<file path="config.mk">
export PLATFORM = sky130hd
export DESIGN_NAME = label_filter_top
export DESIGN_NICKNAME = d
export VERILOG_FILES = /design/src/rtl/lblf_pkg.sv /design/src/rtl/lblf_ctl.sv /design/src/rtl/lblf_bank.sv /design/src/rtl/lblf_match.sv /design/src/rtl/label_filter_top.sv
export SDC_FILE = /design/constraint.sdc
export NUM_CORES = 1
export LEC_CHECK = 0
export BUFFER_PORTS_ARGS = -buffer_cell sky130_fd_sc_hd__buf_4
export CAP_MARGIN = 20
export CORE_MARGIN = 4
export CORE_UTILIZATION = 30
export DETAILED_ROUTE_END_ITERATION = 10
export PLACE_DENSITY = 0.48
export RECOVER_POWER = 25
export SYNTH_ARGS = -nofsm -noshare
export SYNTH_HDL_FRONTEND = slang
export SYNTH_SLANG_ARGS = --single-unit
export TNS_END_PERCENT = 50
</file>
<file path="constraint.sdc">
create_clock -name clk -period 2.8 [get_ports clk]
set_input_delay 0 -clock clk [delete_from_list [all_inputs] [get_ports clk]]
set_output_delay 0 -clock clk [all_outputs]
set_load 0.1 [all_outputs]
</file>
<file path="src/rtl/lblf_pkg.sv">
package lblf_pkg;

    localparam int LBL_W  = 8;
    localparam int WORD_W = 32;

    typedef logic [LBL_W-1:0]  label_t;
    typedef logic [WORD_W-1:0] word_t;

    // host access request seen by one table
    typedef struct packed {
        logic   wr;
        logic   rd;
        label_t data;
    } hreq_t;

    // label field position is fixed regardless of serial bit order
    function automatic label_t label_of(input word_t w);
        return w[LBL_W-1:0];
    endfunction

    // isolate lowest set bit of a strobe vector
    function automatic logic [15:0] lowest_bit(input logic [15:0] v);
        return v & (~v + 16'd1);
    endfunction

endpackage

</file>
<file path="src/rtl/lblf_ctl.sv">
module lblf_ctl
    import lblf_pkg::*;
#(
    parameter int N_RX = 2
) (
    input  logic            clk,
    input  logic            rst,
    input  logic            we,
    input  logic [N_RX:0]   wdata,
    output logic            seq_on,
    output logic            seq_start,
    output logic [N_RX-1:0] flt_en
);

    logic            arm_q;
    logic [N_RX-1:0] flt_q;

    always_ff @(posedge clk) begin
        if (rst) begin
            arm_q <= 1'b0;
            flt_q <= '0;
        end else if (we) begin
            arm_q <= wdata[0];
            flt_q <= wdata[N_RX:1];
        end
    end

    // 0 -> 1 transition of the sequence bit, acts on the same edge
    assign seq_start = we & wdata[0] & ~arm_q;
    assign seq_on    = arm_q;
    assign flt_en    = flt_q;

endmodule

</file>
<file path="src/rtl/lblf_bank.sv">
module lblf_bank
    import lblf_pkg::*;
#(
    parameter int DEPTH = 16
) (
    input  logic                   clk,
    input  logic                   rst,
    input  logic                   seq_on,
    input  logic                   seq_start,
    input  hreq_t                  req,
    output logic                   rd_hit,
    output label_t                 rd_byte,
    output logic [DEPTH*LBL_W-1:0] tbl_flat
);

    localparam int PW = (DEPTH > 1) ? $clog2(DEPTH) : 1;

    label_t       mem [DEPTH];
    logic [PW:0]  ptr;
    logic         done;
    logic [PW-1:0] idx;
    logic         step;

    assign done    = (ptr == (PW+1)'(DEPTH));
    assign idx     = ptr[PW-1:0];
    assign step    = seq_on & ~done & (req.wr | req.rd);
    assign rd_hit  = seq_on & ~done & req.rd & ~req.wr;
    assign rd_byte = mem[idx];

    always_ff @(posedge clk) begin
        if (rst) begin
            ptr <= '0;
            for (int k = 0; k < DEPTH; k++) mem[k] <= '0;
        end else begin
            if (seq_start)
                ptr <= '0;
            else if (step)
                ptr <= ptr + 1'b1;
            if (seq_on && !done && req.wr)
                mem[idx] <= req.data;
        end
    end

    for (genvar g = 0; g < DEPTH; g++) begin : g_flat
        assign tbl_flat[g*LBL_W +: LBL_W] = mem[g];
    end

endmodule

</file>
<file path="src/rtl/lblf_match.sv">
module lblf_match
    import lblf_pkg::*;
#(
    parameter int DEPTH = 16
) (
    input  logic [DEPTH*LBL_W-1:0] tbl_flat,
    input  label_t                 label,
    output logic                   hit
);

    logic [DEPTH-1:0] eq;

    for (genvar g = 0; g < DEPTH; g++) begin : g_cmp
        assign eq[g] = (tbl_flat[g*LBL_W +: LBL_W] == label);
    end

    assign hit = |eq;

endmodule

</file>
<file path="src/rtl/label_filter_top.sv">
module label_filter_top
    import lblf_pkg::*;
#(
    parameter int N_RX  = 2,
    parameter int DEPTH = 16
) (
    input  logic                   clk,
    input  logic                   rst,
    input  logic                   ctl_we,
    input  logic [N_RX:0]          ctl_wdata,
    input  logic [LBL_W-1:0]       host_wdata,
    input  logic [N_RX-1:0]        lbl_wr,
    input  logic [N_RX-1:0]        lbl_rd,
    output logic                   rd_valid,
    output logic [LBL_W-1:0]       rd_data,
    input  logic [N_RX-1:0]        rx_valid,
    input  logic [N_RX*WORD_W-1:0] rx_word,
    output logic [N_RX-1:0]        acc_stb,
    output logic [N_RX*WORD_W-1:0] acc_word
);

    logic            seq_on;
    logic            seq_start;
    logic [N_RX-1:0] flt_en;
    logic [N_RX-1:0] rd_grant;
    logic [N_RX-1:0] rd_hit;
    logic [N_RX-1:0] hit;
    label_t          rbyte [N_RX];
    logic [15:0]     rd_low;

    lblf_ctl #(.N_RX(N_RX)) u_ctl (
        .clk       (clk),
        .rst       (rst),
        .we        (ctl_we),
        .wdata     (ctl_wdata),
        .seq_on    (seq_on),
        .seq_start (seq_start),
        .flt_en    (flt_en)
    );

    assign rd_low   = lowest_bit(16'(lbl_rd));
    assign rd_grant = rd_low[N_RX-1:0];

    for (genvar i = 0; i < N_RX; i++) begin : g_rx
        hreq_t                  req;
        logic [DEPTH*LBL_W-1:0] tbl;
        word_t                  w;

        assign req.wr   = lbl_wr[i];
        assign req.rd   = rd_grant[i];
        assign req.data = host_wdata;
        assign w        = rx_word[i*WORD_W +: WORD_W];

        lblf_bank #(.DEPTH(DEPTH)) u_bank (
            .clk       (clk),
            .rst       (rst),
            .seq_on    (seq_on),
            .seq_start (seq_start),
            .req       (req),
            .rd_hit    (rd_hit[i]),
            .rd_byte   (rbyte[i]),
            .tbl_flat  (tbl)
        );

        lblf_match #(.DEPTH(DEPTH)) u_match (
            .tbl_flat (tbl),
            .label    (label_of(w)),
            .hit      (hit[i])
        );

        always_ff @(posedge clk) begin
            if (rst) begin
                acc_stb[i]                   <= 1'b0;
                acc_word[i*WORD_W +: WORD_W] <= '0;
            end else begin
                acc_stb[i] <= rx_valid[i] & ~seq_on & (~flt_en[i] | hit[i]);
                if (rx_valid[i])
                    acc_word[i*WORD_W +: WORD_W] <= w;
            end
        end
    end

    label_t sel_byte;
    logic   any_hit;

    always_comb begin
        sel_byte = '0;
        any_hit  = 1'b0;
        for (int i = 0; i < N_RX; i++) begin
            if (rd_hit[i]) begin
                any_hit  = 1'b1;
                sel_byte = rbyte[i];
            end
        end
    end

    always_ff @(posedge clk) begin
        if (rst) begin
            rd_valid <= 1'b0;
            rd_data  <= '0;
        end else begin
            rd_valid <= any_hit;
            if (any_hit)
                rd_data <= sel_byte;
        end
    end

endmodule

</file>
==> implementation parameters, run 1 <==
Parameter                              Value

Drt
  DR WL/cell ... 22.9 um
  Final routed wirelength across all metal layers ... about 57000 um
  Number of vias in the routed layout ... approximately 12000
  Length of the first detailed-routing pass in iterations ... 5
  Drt via density ... roughly 4.8
  Iter 0 DRT Violations ... roughly 760
  DRC violations left ... 0
  Post-detailed-route count of antenna-violating nets ... 0

Floorplan
  Die Ht ... approximately 250 um
  Die Footprint ... approximately 65000 sq um
  Core box area ... 60200 sq um
  Number of standard-cell rows in the floorplan ... 90
  Effective utilization at floorplan ... 0.303
  Die extent in x ... 255 um
  I/O Pins ... 159

Min path
  Hold Crit Depth ... 3
  Type of the worst min-delay path ... input port to flop

Place
  Dpl hpwl ... around 38000 um
  Quantity of I/O buffers inserted on ports ... 158
  GP Congestion ... ~0.85
  Placed instance count ... between 2000 and 2500

Logic synthesis
  Synthesized cell area ... 18200 sq um
  Simple-Gate Fraction of Synth Area ... 0.163
  Fraction of the yosys area taken by sequential cells ... 0.527
  Post-synthesis area per instance ... 12.4 sq um
  Post-synthesis cell type count ... 39
  Net Count, Synth ... 1567
  Primary FF master, synth ... sky130_fd_sc_hd__edfxtp_1
  Adder-cell area share of the yosys netlist ... 0.00549
  Mux share of post-synthesis cell area ... 0.135
  Combinational family with the most area after synthesis ... simple AND/OR/NAND/NOR gates
  Compound-Gate Fraction of Synth Area ... 0.0172
  Share of the synthesized netlist area taken by xor and xnor gates ... 0.126
  Number of enable flip-flop cells after synthesis ... about 260
  Synthesis warning total ... 0
  Synthesized instance count ... roughly 1500
  Synthesized flop and latch total ... 352
  Synth async-reset ratio ... 0

Clocking
  Clock tree from TritonCTS ... yes
  Number of clock buffers inserted by TritonCTS ... 40
  Clock Pin Slew Worst Setup and Hold Paths ... 0.06 ns
  Number of buffers added for setup after CTS ... 0
  Clock Sink Count ... approximately 350
  Clock tree root driver cell ... sky130_fd_sc_hd__clkbuf_16
  Max Root-Sink Buffers ... 3
  H-tree Lvls ... 2
  Clock network latency to the later pin of the worst-skew pair ... between 0.5 and 0.6 ns

Worst setup path
  Crit-path max FO ... 14
  Critical path startpoint category ... flop
  R2R depth ... 7
  Worst Path Arrival ... roughly 3.1 ns
  Critical setup path kind ... flop to flop
  Crit. End Element ... flop
  Required arrival time at the worst endpoint ... 3.25 ns

Finish
  Commonest non-fill, non-tap cells in the layout ... sky130_fd_sc_hd__and2_1, sky130_fd_sc_hd__edfxtp_1, sky130_fd_sc_hd__xor2_1
  Fin nets ... between 1500 and 2000
  Area delta synth->final ... 20.9%
  Count of antenna diodes in the layout ... 0
  Post-Layout Cell Count ... ~2500
  Filler Cell Count ... ~5900
  Fraction of layout cells with a size suffix above 1 ... 0.164

Timing
  Endpoints failing hold ... 0
  Maximum clock frequency ... approximately 370 MHz
  Hold slack final ... ~0.028 ns
  Max-slew violations ... 54
  Fin Clk Skew ... between 0.015 and 0.02 ns
  Final cycle utilization of the critical path ... 0.956
  Max_slew headroom ... -0.184
  Slew at the pin with the worst max-slew slack ... approximately 1.8 ns
  Setup repair after global routing missed its margin ... no
  Total Negative Setup Slacks ... 0 ns
  Count of final setup violators ... 0
  Post-layout min period ... around 2.7 ns

GRT
  Largest net degree at the start of global routing ... 41
  Aggregate global routing overflow ... 0
  Number of global-route vias before repair ... around 12000
  First-pass GRT wire length ... 82600 um
  Initial antenna violation count ... 5
  Global routing usage summed across all routing layers ... 0.173

Power
  Pwr/cell area ... just under 600 nW/um^2
  Static power due to leakage ... between 8 and 9 nW
  Worst IR drop on VDD ... between 0.0003 and 0.0004 V

Outcome
  Failing checks ... max-capacitance violations, max-slew violations
  Outcome ... finished, violations left

Flow run
  Maximum capacitance violations ... 3
## worst max-delay path: stages (launching register included)
cell                            delay (ns)
sky130_fd_sc_hd__dfxtp_2              0.63
sky130_fd_sc_hd__buf_12               0.22
sky130_fd_sc_hd__mux4_2               0.52
sky130_fd_sc_hd__mux2i_1              0.23
sky130_fd_sc_hd__a21oi_1              0.14
sky130_fd_sc_hd__a22oi_1              0.15
sky130_fd_sc_hd__a21oi_1              0.09
sky130_fd_sc_hd__dlygate4sd3_1        0.58
## sequential cells by signal (all words and copies together) (netlist names), named ones only
| name | count |
|---|---|
| u_ctl.seq_on | 1 |
| u_ctl.flt_en | 2 |
| rd_data | 8 |
| rd_valid | 1 |
| g_rx.u_bank.mem | 256 |
| acc_stb | 2 |
| acc_word | 64 |
| g_rx.u_bank.ptr | 10 |
## stage by stage
step | instance area, sq um | worst slack, ns | util | power, W
floorplan | 18200 | 0.559 | - | 0.00713
global placement | 20300 | 0.181 | 0.336 | 0.00765
detailed placement | 20300 | 0.0249 | 0.336 | 0.00766
CTS | 22300 | 0.00749 | 0.371 | 0.0131
global route | 22100 | 0.00892 | 0.366 | 0.0133
finish | 22100 | 0.122 | 0.366 | 0.0129
## layout make-up
cell class	count	area (sq um)	area share
Tap cell	782	978	0.0443
Inverter	6	22.5	0.00102
Sequential cell	352	9610	0.436
Clock inverter	14	165	0.00748
Clock buffer	58	1140	0.0516
Multi-Input combinational cell	1015	8170	0.370
Timing Repair Buffer	274	1980	0.0896
## metal layers
metal | track usage | up-vias | part of all wire
met5 | 0 | - | 0.00045
met4 | 0.0379 | 4 | 0.019
met3 | 0.0298 | 62 | 0.053
met2 | 0.292 | 319 | 0.47
met1 | 0.235 | 5927 | 0.45
li1 | - | 5609 | -
## path summary, 6_finish.rpt
| kind | start | to | slack, ns |
|---|---|---|---|
| worst min register to register | acc_word[44] | acc_word[44] | 0.49 |
| worst min-delay path | rx_valid[1] | acc_word[33] | 0.03 |
| worst max-delay path | flop | rd_data[7] | 0.12 |
| worst max register to register | flop | rd_data[7] | 0.12 |
## where the power goes
| group | switching [W] | internal [W] | leakage, nW | total [W] |
|---|---|---|---|---|
| logic | 0.00110 | 0.000547 | 4.02 | 0.00164 |
| clock network | 0.00211 | 0.00318 | 0.638 | 0.00529 |
| registers | 0.000160 | 0.00578 | 3.43 | 0.00594 |
## synth_stat cells (5+ instances only)
library cell / instances / share of area
sky130_fd_sc_hd__mux4_2: 60 / 0.074
sky130_fd_sc_hd__xnor2_1: 130 / 0.062
sky130_fd_sc_hd__xor2_1: 133 / 0.064
sky130_fd_sc_hd__or2_2: 32 / 0.011
sky130_fd_sc_hd__mux4_1: 8 / 0.012
sky130_fd_sc_hd__mux2_2: 9 / 0.0056
sky130_fd_sc_hd__and2_1: 256 / 0.088
sky130_fd_sc_hd__edfxtp_1: 256 / 0.42
sky130_fd_sc_hd__buf_2: 43 / 0.012
sky130_fd_sc_hd__nor4_1: 32 / 0.011
sky130_fd_sc_hd__nand2_1: 24 / 0.0049
sky130_fd_sc_hd__ha_1: 8 / 0.0055
sky130_fd_sc_hd__nor2_1: 122 / 0.025
sky130_fd_sc_hd__clkbuf_1: 50 / 0.010
sky130_fd_sc_hd__dfxtp_1: 96 / 0.11
sky130_fd_sc_hd__a21oi_1: 28 / 0.0077
sky130_fd_sc_hd__nand4_1: 39 / 0.013
sky130_fd_sc_hd__inv_1: 6 / 0.0012
sky130_fd_sc_hd__nor3_1: 13 / 0.0036
sky130_fd_sc_hd__buf_1: 6 / 0.0012
sky130_fd_sc_hd__o211ai_1: 5 / 0.0021
sky130_fd_sc_hd__mux2i_1: 80 / 0.044
## kinds of logic after synthesis
kind of cell,after synthesis
simple gates,535
fa+ha+maj,8
buf+inv,108
xor+xnor,263
mux,157
flops,352
compound gates,52
## what timing repair did
action                                  CTS  global route
hold buffers                             78             0
resized for setup                         0             4
endpoints found under the setup margin    0            25
hold endpoints to repair                 75             0
No activity file was read; power rests on OpenSTA's default activity.
==> run 2: changes to the inputs <==
--- a/config.mk
+++ b/config.mk
@@ -10,7 +10,7 @@
 export CORE_MARGIN = 4
 export CORE_UTILIZATION = 30
 export DETAILED_ROUTE_END_ITERATION = 10
-export PLACE_DENSITY = 0.48
+export PLACE_DENSITY = 0.44
 export RECOVER_POWER = 25
 export SYNTH_ARGS = -nofsm -noshare
 export SYNTH_HDL_FRONTEND = slang
==> run 2 against run 1 <==
Net effect: the flow still finishes with violations (max-capacitance violations, max-slew violations); cell area up 0.36%; clock-buffer cell count up 5; total power down 0.35%; flip-flop and latch count unchanged.
==> implementation parameters, run 2 (same netlist as run 1, synthesis figures left out) <==
Parameter                              Value

Timing
  Endpoints failing hold ... 0 (unchanged)
  Count of final setup violators ... 0 (unchanged)
  Slew at the pin with the worst max-slew slack ... 1.77 ns (was 1.78 ns)
  Setup repair after global routing missed its margin ... no (unchanged)
  Final cycle utilization of the critical path ... 0.968 (was 0.956)
  Max_slew headroom ... -0.177 (was -0.184)
  Post-layout min period ... 2.71 ns (was 2.68 ns)
  Final setup slack of the worst path ... 0.0900 ns (was 0.122 ns)
  Fin Clk Skew ... 0.0149 ns (was 0.0196 ns)
  Total Negative Setup Slacks ... 0 ns (unchanged)
  Max-slew violations ... 76 (was 54)
  Maximum clock frequency ... 369 MHz (was 373 MHz)

Drt
  Length of the first detailed-routing pass in iterations ... 5 (unchanged)
  DRC violations left ... 0 (unchanged)
  Post-detailed-route count of antenna-violating nets ... 0 (unchanged)
  DR WL/cell ... 24.0 um (was 22.9 um)
  Iter 0 DRT Violations ... 688 (was 755)
  Final routed wirelength across all metal layers ... 60300 um (was 57200 um)
  Number of vias in the routed layout ... 12100 (was 11921)
  Drt via density ... 4.82 (was 4.77)

Power
  Total internal power ... 0.00942 W (was 0.00951 W)
  Pwr/cell area ... 579 nW/um^2 (was 583 nW/um^2)
  Static power due to leakage ... 8.13 nW (was 8.09 nW)
  Worst IR drop on VDD ... 0.000317 V (was 0.000335 V)
  Switching part of the total ... 0.265 (was 0.261)
  Share of power burned in combinational logic ... 0.129 (was 0.128)
  Portion of total power attributed to the clock network ... 0.407 (was 0.411)
  Sequential fraction of design power ... 0.464 (was 0.461)
  Switch Pwr ... 0.00340 W (was 0.00336 W)

Place
  Pre-CTS worst setup slack ... 0.352 ns (was 0.0249 ns)
  Dpl hpwl ... 39600 um (was 38400 um)
  Quantity of I/O buffers inserted on ports ... 158 (unchanged)
  GP Congestion ... 0.838 (was 0.851)

Floorplan
  Core box area ... 60200 sq um (unchanged)
  Number of standard-cell rows in the floorplan ... 90 (unchanged)
  Effective utilization at floorplan ... 0.303 (unchanged)
  Die extent in x ... 255 um (unchanged)
  I/O Pins ... 159 (unchanged)
  Die Ht ... 255 um (unchanged)
  Die Footprint ... 64800 sq um (unchanged)

Worst setup path
  Worst Path Arrival ... 3.14 ns (was 3.13 ns)
  Required arrival time at the worst endpoint ... 3.23 ns (was 3.25 ns)
  Critical setup path kind ... input port to flop (was flop to flop)
  Crit path launch ... rx_word[5]
  Critical path startpoint category ... input port (was flop)
  Crit. End Element ... flop (unchanged)
  Crit-path max FO ... 17 (was 14)

Finish
  Share of the core filled with cells ... 0.368 (was 0.366)
  Largest registers ranked by flip-flop count ... g_rx.u_bank.mem x256, acc_word x64, g_rx.u_bank.ptr x10 (unchanged)
  Fraction of layout cells with a size suffix above 1 ... 0.167 (was 0.164)
  Commonest non-fill, non-tap cells in the layout ... sky130_fd_sc_hd__and2_1, sky130_fd_sc_hd__edfxtp_1, sky130_fd_sc_hd__xor2_1 (unchanged)
  Fin nets ... 1790 (was 1781)
  Flip-flop count of the largest register, all copies and words added ... 256 (unchanged)
  Area delta synth->final ... 21.4% (was 20.9%)
  Register with the most flip-flops ... g_rx.u_bank.mem (unchanged)

Clocking
  H-tree Lvls ... 2 (unchanged)
  Max Root-Sink Buffers ... 3 (unchanged)
  Clock Sink Count ... 352 (unchanged)
  Clock network latency to the later pin of the worst-skew pair ... 0.56 ns (about the same)
  Number of buffers added for setup after CTS ... 0 (unchanged)
  Number of clock buffers inserted by TritonCTS ... 40 (unchanged)
  Clock tree from TritonCTS ... yes (unchanged)
  Clock Pin Slew Worst Setup and Hold Paths ... 0.06 ns (about the same)
  Clock tree root driver cell ... sky130_fd_sc_hd__clkbuf_16 (unchanged)

Min path
  Worst min-delay path startpoint ... rx_valid[1] (unchanged)
  Type of the worst min-delay path ... input port to flop (unchanged)

Outcome
  Failing checks ... max-capacitance violations, max-slew violations (unchanged)
  Outcome ... finished, violations left (unchanged)

GRT
  Largest net degree at the start of global routing ... 92 (was 41)
  Aggregate global routing overflow ... 0 (unchanged)
  First-pass GRT wire length ... 86400 um (was 82600 um)
  Initial antenna violation count ... 1 (was 5)
  Global routing usage summed across all routing layers ... 0.182 (was 0.173)
  Number of global-route vias before repair ... 12478 (was 12225)

Flow run
  Maximum capacitance violations ... 4 (was 3)
## run 2: changes by cell type in the layout (fill, tap and decap cells not counted), moves of 2 or more
cell                            delta
sky130_fd_sc_hd__nor3_2            -2
sky130_fd_sc_hd__bufinv_16         -3
sky130_fd_sc_hd__clkinv_2          -2
sky130_fd_sc_hd__buf_12            +2
sky130_fd_sc_hd__nor3_1            +2
sky130_fd_sc_hd__clkbuf_16         +3
sky130_fd_sc_hd__buf_4            +10
sky130_fd_sc_hd__dlygate4sd3_1     -4
sky130_fd_sc_hd__clkbuf_8          +3
## run 2: worst max-delay path, cell delays in order
cell and delay, ns:
sky130_fd_sc_hd__dlygate4sd3_1 0.52, sky130_fd_sc_hd__clkbuf_1 1.27, sky130_fd_sc_hd__xnor2_1 0.18, sky130_fd_sc_hd__nand4_1 0.17
sky130_fd_sc_hd__nor2_1 0.05, sky130_fd_sc_hd__a21oi_1 0.21, sky130_fd_sc_hd__o21ai_0 0.27, sky130_fd_sc_hd__o311a_1 0.47
## run 2: final timing paths
check                 endpoint  slack, ns  cells past startpoint
setup / recovery    acc_stb[0]       0.09                      8
hold / removal      acc_stb[1]       0.02                      2
setup reg to reg    rd_data[0]       0.17                      6
hold reg to reg   acc_word[39]       0.49                      2
## run 2: power by group through the flow
stage	registers (W)	logic, W	clock network [W]
final	0.00595	0.00166	0.00522
after floorplan	0.00640	0.000730	0
after detailed placement	0.00606	0.00163	0
after global routing	0.00596	0.00175	0.00559
after global placement	0.00606	0.00162	0
after CTS	0.00595	0.00172	0.00538
## run 2: metrics by stage
| stage | area, sq um | total power, W | hold WS [ns] | cells |
|---|---|---|---|---|
| finish | 22100 | 0.0128 | 0.0224 | 2511 |
| global route | 22100 | 0.0133 | 0.0138 | 2510 |
| CTS | 22400 | 0.0130 | 0.00191 | 2509 |
| detailed placement | 20400 | 0.00769 | 0.245 | 2363 |
| global placement | 20400 | 0.00768 | 0.235 | 2363 |
| floorplan | 18200 | 0.00713 | 0.147 | 1475 |
## run 2: timing repair
| item | CTS | global route |
|---|---|---|
| endpoints found under the hold margin | 77 | 0 |
| setup endpoints to repair | 0 | 1 |
| hold buffers | 74 | 0 |
| resized for setup | 0 | 2 |
## run 2: metal layers
layer	global-route usage	routed length, um	up-vias
met5	0	12	-
met4	0.0438	1340	2
met3	0.0292	2930	81
met2	0.298	27800	324
met1	0.254	28300	6067
li1	-	-	5626
## run 2: final cells by class
| type | instances | area (sq um) |
|---|---|---|
| antenna | 1 | 2.50 |
| clock buffer | 63 | 1230 |
| clock inverter | 9 | 63.8 |
| fill | 5880 | 38100 |
| inverter | 6 | 22.5 |
| multi-input combinational | 1015 | 8160 |
| sequential | 352 | 9610 |
| tap | 782 | 978 |
| timing repair buffer | 283 | 2080 |
==> run 3: changes to the inputs <==
--- a/config.mk
+++ b/config.mk
@@ -5,6 +5,7 @@
 export SDC_FILE = /design/constraint.sdc
 export NUM_CORES = 1
 export LEC_CHECK = 0
+export ABC_AREA = 1
 export BUFFER_PORTS_ARGS = -buffer_cell sky130_fd_sc_hd__buf_4
 export CAP_MARGIN = 20
 export CORE_MARGIN = 4
==> run 3 against run 2 <==
Net effect: the run now ends clean; total power rose by 2.9%; clock power barely moved; worst setup slack better by 0.14 ns; via count is 35% higher; flip-flop and latch count did not move; maximum frequency up 5.6%; register-to-register slack better by 0.06 ns; die area increased by 2.3%; critical path type is now flop to flop; largest power group unchanged.
==> implementation parameters, run 3 <==
Parameter                              Value

GRT
  Largest net degree at the start of global routing ... 81 (was 92)
  Number of global-route vias before repair ... 16073 (was 12478)
  Global routing usage summed across all routing layers ... 0.206 (was 0.182)
  Initial antenna violation count ... 0 (was 1)
  Aggregate global routing overflow ... 0 (unchanged)
  First-pass GRT wire length ... 103000 um (was 86400 um)

Timing
  Slew at the pin with the worst max-slew slack ... 1.26 ns (was 1.77 ns)
  Max-slew violations ... 0 (was 76)
  Total Negative Setup Slacks ... 0 ns (unchanged)
  Count of final setup violators ... 0 (unchanged)
  Endpoints failing hold ... 0 (unchanged)
  Maximum clock frequency ... 390 MHz (was 369 MHz)
  Setup repair after global routing missed its margin ... no (unchanged)
  Final cycle utilization of the critical path ... 0.917 (was 0.968)
  Final setup slack of the worst path ... 0.233 ns (was 0.0900 ns)
  Post-layout min period ... 2.57 ns (was 2.71 ns)
  Fin Clk Skew ... 0.0251 ns (was 0.0149 ns)
  Max_slew headroom ... 0.162 (was -0.177)

Logic synthesis
  Cell types with the largest area share after synthesis ... sky130_fd_sc_hd__edfxtp_1, sky130_fd_sc_hd__nor2_1, sky130_fd_sc_hd__dfxtp_1, sky130_fd_sc_hd__nand2_1, sky130_fd_sc_hd__xnor2_1 (was sky130_fd_sc_hd__edfxtp_1, sky130_fd_sc_hd__dfxtp_1, sky130_fd_sc_hd__and2_1, sky130_fd_sc_hd__mux4_2, sky130_fd_sc_hd__xor2_1)
  Synthesis warning total ... 0 (unchanged)
  Synthesized cell area ... 18700 sq um (was 18200 sq um)
  Portion of synthesized cell area occupied by the leading cell type ... 0.411 (was 0.421)
  Primary FF master, synth ... sky130_fd_sc_hd__edfxtp_1 (unchanged)
  Synthesized instance count ... 2274 (was 1475)
  Top cells by count, synth ... sky130_fd_sc_hd__nor2_1, sky130_fd_sc_hd__nand2_1, sky130_fd_sc_hd__edfxtp_1 (was sky130_fd_sc_hd__and2_1, sky130_fd_sc_hd__edfxtp_1, sky130_fd_sc_hd__xor2_1)
  Synth async-reset ratio ... 0 (unchanged)
  Synthesized flop and latch total ... 352 (unchanged)
  Post-synthesis area per instance ... 8.22 sq um (was 12.4 sq um)
  Cell type with the largest total area after synthesis ... sky130_fd_sc_hd__edfxtp_1 (unchanged)
  Dominant cell by count in the synthesized netlist ... sky130_fd_sc_hd__nor2_1
  Number of enable flip-flop cells after synthesis ... 256 (unchanged)
  Post-synthesis cell type count ... 31 (was 39)
  Net Count, Synth ... 2366 (was 1567)
  Fraction of the yosys area taken by sequential cells ... 0.514 (was 0.527)

Worst setup path
  Critical setup path kind ... flop to flop (was input port to flop)
  Worst r2r src ... g_rx[1].u_bank.ptr[0]
  Required arrival time at the worst endpoint ... 3.04 ns (was 3.23 ns)
  Setup slack of the most critical reg-to-reg path ... 0.23 ns (was 0.17 ns)
  Slowest stage delay, CP ... 0.41 ns (was 1.27 ns)
  Crit path to ... g_rx[1].u_bank.mem[10][4] (was acc_stb[0])
  R2R depth ... 7 (was 6)
  Crit-path max FO ... 9 (was 17)
  Ordered list of cells on the worst path ... inv_1, ha_1, a31oi_4, nand3_1, nor2_4, nand2_2, nand2_1 (was dlygate4sd3_1, clkbuf_1, xnor2_1, nand4_1, nor2_1, a21oi_1, o21ai_0, o311a_1)
  Crit path launch ... g_rx[1].u_bank.ptr[0] (was rx_word[5])
  Worst Path Arrival ... 2.81 ns (was 3.14 ns)
  Critical path startpoint category ... flop (was input port)
  R2R Path End ... g_rx[1].u_bank.mem[10][4] (was rd_data[0])
  Cell with the biggest individual delay on the critical path ... sky130_fd_sc_hd__nor2_4 (was sky130_fd_sc_hd__clkbuf_1)
  Crit. End Element ... flop (unchanged)

Drt
  Length of the first detailed-routing pass in iterations ... 6 (was 5)
  Post-detailed-route count of antenna-violating nets ... 0 (unchanged)
  Detailed route wirelength on metal3 ... 3690 um (was 2930 um)
  Iter 0 DRT Violations ... 1551 (was 688)
  Drt via density ... 4.83 (was 4.82)
  Sum of routed wire segments on met1 ... 30700 um (was 28300 um)
  Routed met2 length ... 34500 um (was 27800 um)
  Number of vias in the routed layout ... 16298 (was 12100)
  Final routed wirelength across all metal layers ... 70800 um (was 60300 um)
  DRC violations left ... 0 (unchanged)
  DR WL/cell ... 21.0 um (was 24.0 um)
  Highest routing layer actually used ... met4 (was met5)

Finish
  Cell area after layout ... 22800 sq um (was 22100 sq um)
  Fraction of layout cells with a size suffix above 1 ... 0.0864 (was 0.167)
  Register with the most flip-flops ... g_rx.u_bank.mem (unchanged)
  Flip-flop count of the largest register, all copies and words added ... 256 (unchanged)
  Commonest non-fill, non-tap cells in the layout ... sky130_fd_sc_hd__nor2_1, sky130_fd_sc_hd__nand2_1, sky130_fd_sc_hd__edfxtp_1 (was sky130_fd_sc_hd__and2_1, sky130_fd_sc_hd__edfxtp_1, sky130_fd_sc_hd__xor2_1)
  Count of antenna diodes in the layout ... 0 (was 1)
  Share of the core filled with cells ... 0.370 (was 0.368)
  Area delta synth->final ... 22.1% (was 21.4%)
  Filler Cell Count ... 6496 (was 5880)
  Most common cell after layout, fill and taps aside ... sky130_fd_sc_hd__nor2_1
  Largest registers ranked by flip-flop count ... g_rx.u_bank.mem x256, acc_word x64, g_rx.u_bank.ptr x10 (unchanged)
  Fin nets ... 2594 (was 1790)

Floorplan
  Number of standard-cell rows in the floorplan ... 91 (was 90)
  Die Footprint ... 66300 sq um (was 64800 sq um)
  I/O Pins ... 159 (unchanged)
  Core box area ... 61700 sq um (was 60200 sq um)
  Die extent in x ... 258 um (was 255 um)
  Die Ht ... 258 um (was 255 um)
  Effective utilization at floorplan ... 0.303 (about the same)

Place
  Pre-CTS worst setup slack ... 0.450 ns (was 0.352 ns)
  Total cell area at the placement stage ... 20700 sq um (was 20400 sq um)
  Dpl hpwl ... 46600 um (was 39600 um)
  GP Congestion ... 0.872 (was 0.838)
  Quantity of I/O buffers inserted on ports ... 158 (unchanged)

Clocking
  Clock tree root driver cell ... sky130_fd_sc_hd__clkbuf_16 (unchanged)
  Clock Sink Count ... 352 (unchanged)
  Clock tree from TritonCTS ... yes (unchanged)
  Number of clock buffers inserted by TritonCTS ... 42 (was 40)
  Clock network latency to the later pin of the worst-skew pair ... 0.59 ns (was 0.56 ns)
  Max Root-Sink Buffers ... 3 (unchanged)
  H-tree Lvls ... 2 (unchanged)
  Clock Pin Slew Worst Setup and Hold Paths ... 0.05 ns (was 0.06 ns)

Power
  Total power after layout ... 0.0132 W (was 0.0128 W)
  Static power due to leakage ... 9.18 nW (was 8.13 nW)
  Pwr/cell area ... 578 nW/um^2 (was 579 nW/um^2)
  Worst IR drop on VDD ... 0.000375 V (was 0.000317 V)

Flow run
  Maximum capacitance violations ... 0 (was 4)

Min path
  Worst min-delay path startpoint ... lbl_wr[1] (was rx_valid[1])
  Type of the worst min-delay path ... input port to flop (unchanged)

Outcome
  Outcome ... finished clean (was finished, violations left)
-- run 3: changes by cell type after synthesis, sizes merged, moves of 80 or more --
| cell | before | now |
|---|---|---|
| and2 | 256 | 0 |
| xor2 | 133 | 36 |
| inv | 6 | 149 |
| o21ai | 3 | 154 |
| mux2i | 80 | 0 |
| nand3 | 4 | 141 |
| nand2 | 24 | 461 |
| nor2 | 123 | 544 |
-- run 3: timing repair --
action | CTS | global route
hold buffers | 113 | 0
hold endpoints to repair | 85 | 0
buffers inserted | 0 | 0
gates resized for setup | 0 | 0
-- run 3: critical path: cells and delay by family, from the launching register on --
| family | cells | cell delay, ns |
|---|---|---|
| fa+ha+maj | 1 | 0.25 |
| compound gates | 1 | 0.23 |
| simple gates | 4 | 1.30 |
| buf+inv | 1 | 0.11 |
| flops | 1 | 0.36 |
-- run 3: cell families (layout without fill, tap and decap cells) --
group / Yosys count / count (layout) / synth area share
XOR/XNOR: 180 / 180 / 0.0844
flip-flops: 352 / 352 / 0.514
AO/OA/AOI/OAI: 273 / 273 / 0.0780
buffers and inverters: 282 / 543 / 0.0606
AND/OR/NAND/NOR: 1179 / 1179 / 0.257
adder cells (fa/ha/maj): 8 / 8 / 0.00536
-- run 3: metrics by stage --
step | std cells | hold slack [ns]
after CTS | 3372 | 0.0180
after global placement | 3182 | 0.222
after global routing | 3372 | 0.0789
after detailed placement | 3182 | 0.229
final | 3372 | 0.0319
after floorplan | 2274 | 0.135
-- run 3: final cells by class --
cell class,count,area [sq um],share of cell area
Clock buffer,54,1140,0.0499
Clock inverter,23,155,0.00680
Inverter,153,576,0.0252
Multi-Input combinational cell,1640,7920,0.347
Sequential cell,352,9610,0.421
Tap cell,837,1050,0.0459
Timing Repair Buffer,313,2370,0.104
-- run 3: worst min-delay path by stage --
stage | slack (ns) | cells after the start | to
final | 0.03 | 5 | g_rx[1].u_bank.ptr[0]
after floorplan | 0.13 | 2 | u_ctl.flt_en[0]
after global placement | 0.22 | 3 | acc_word[28]
after global routing | 0.08 | 5 | g_rx[1].u_bank.ptr[0]
after CTS | 0.02 | 5 | g_rx[1].u_bank.ptr[0]
after detailed placement | 0.23 | 3 | acc_word[10]
-- run 3: report_power, final --
group / internal, W / switching, W / total, W
Sequential: 0.00579 / 0.000147 / 0.00594
Clock: 0.00297 / 0.00227 / 0.00524
Combinational: 0.000565 / 0.00145 / 0.00202
Total: 0.00933 / 0.00387 / 0.0132
-- run 3: metal layers --
layer | vias up | track usage
li1 | 7824 | -
met2 | 502 | 0.358
met5 | - | 0
met4 | 0 | 0.0534
met3 | 124 | 0.0237
met1 | 7848 | 0.273
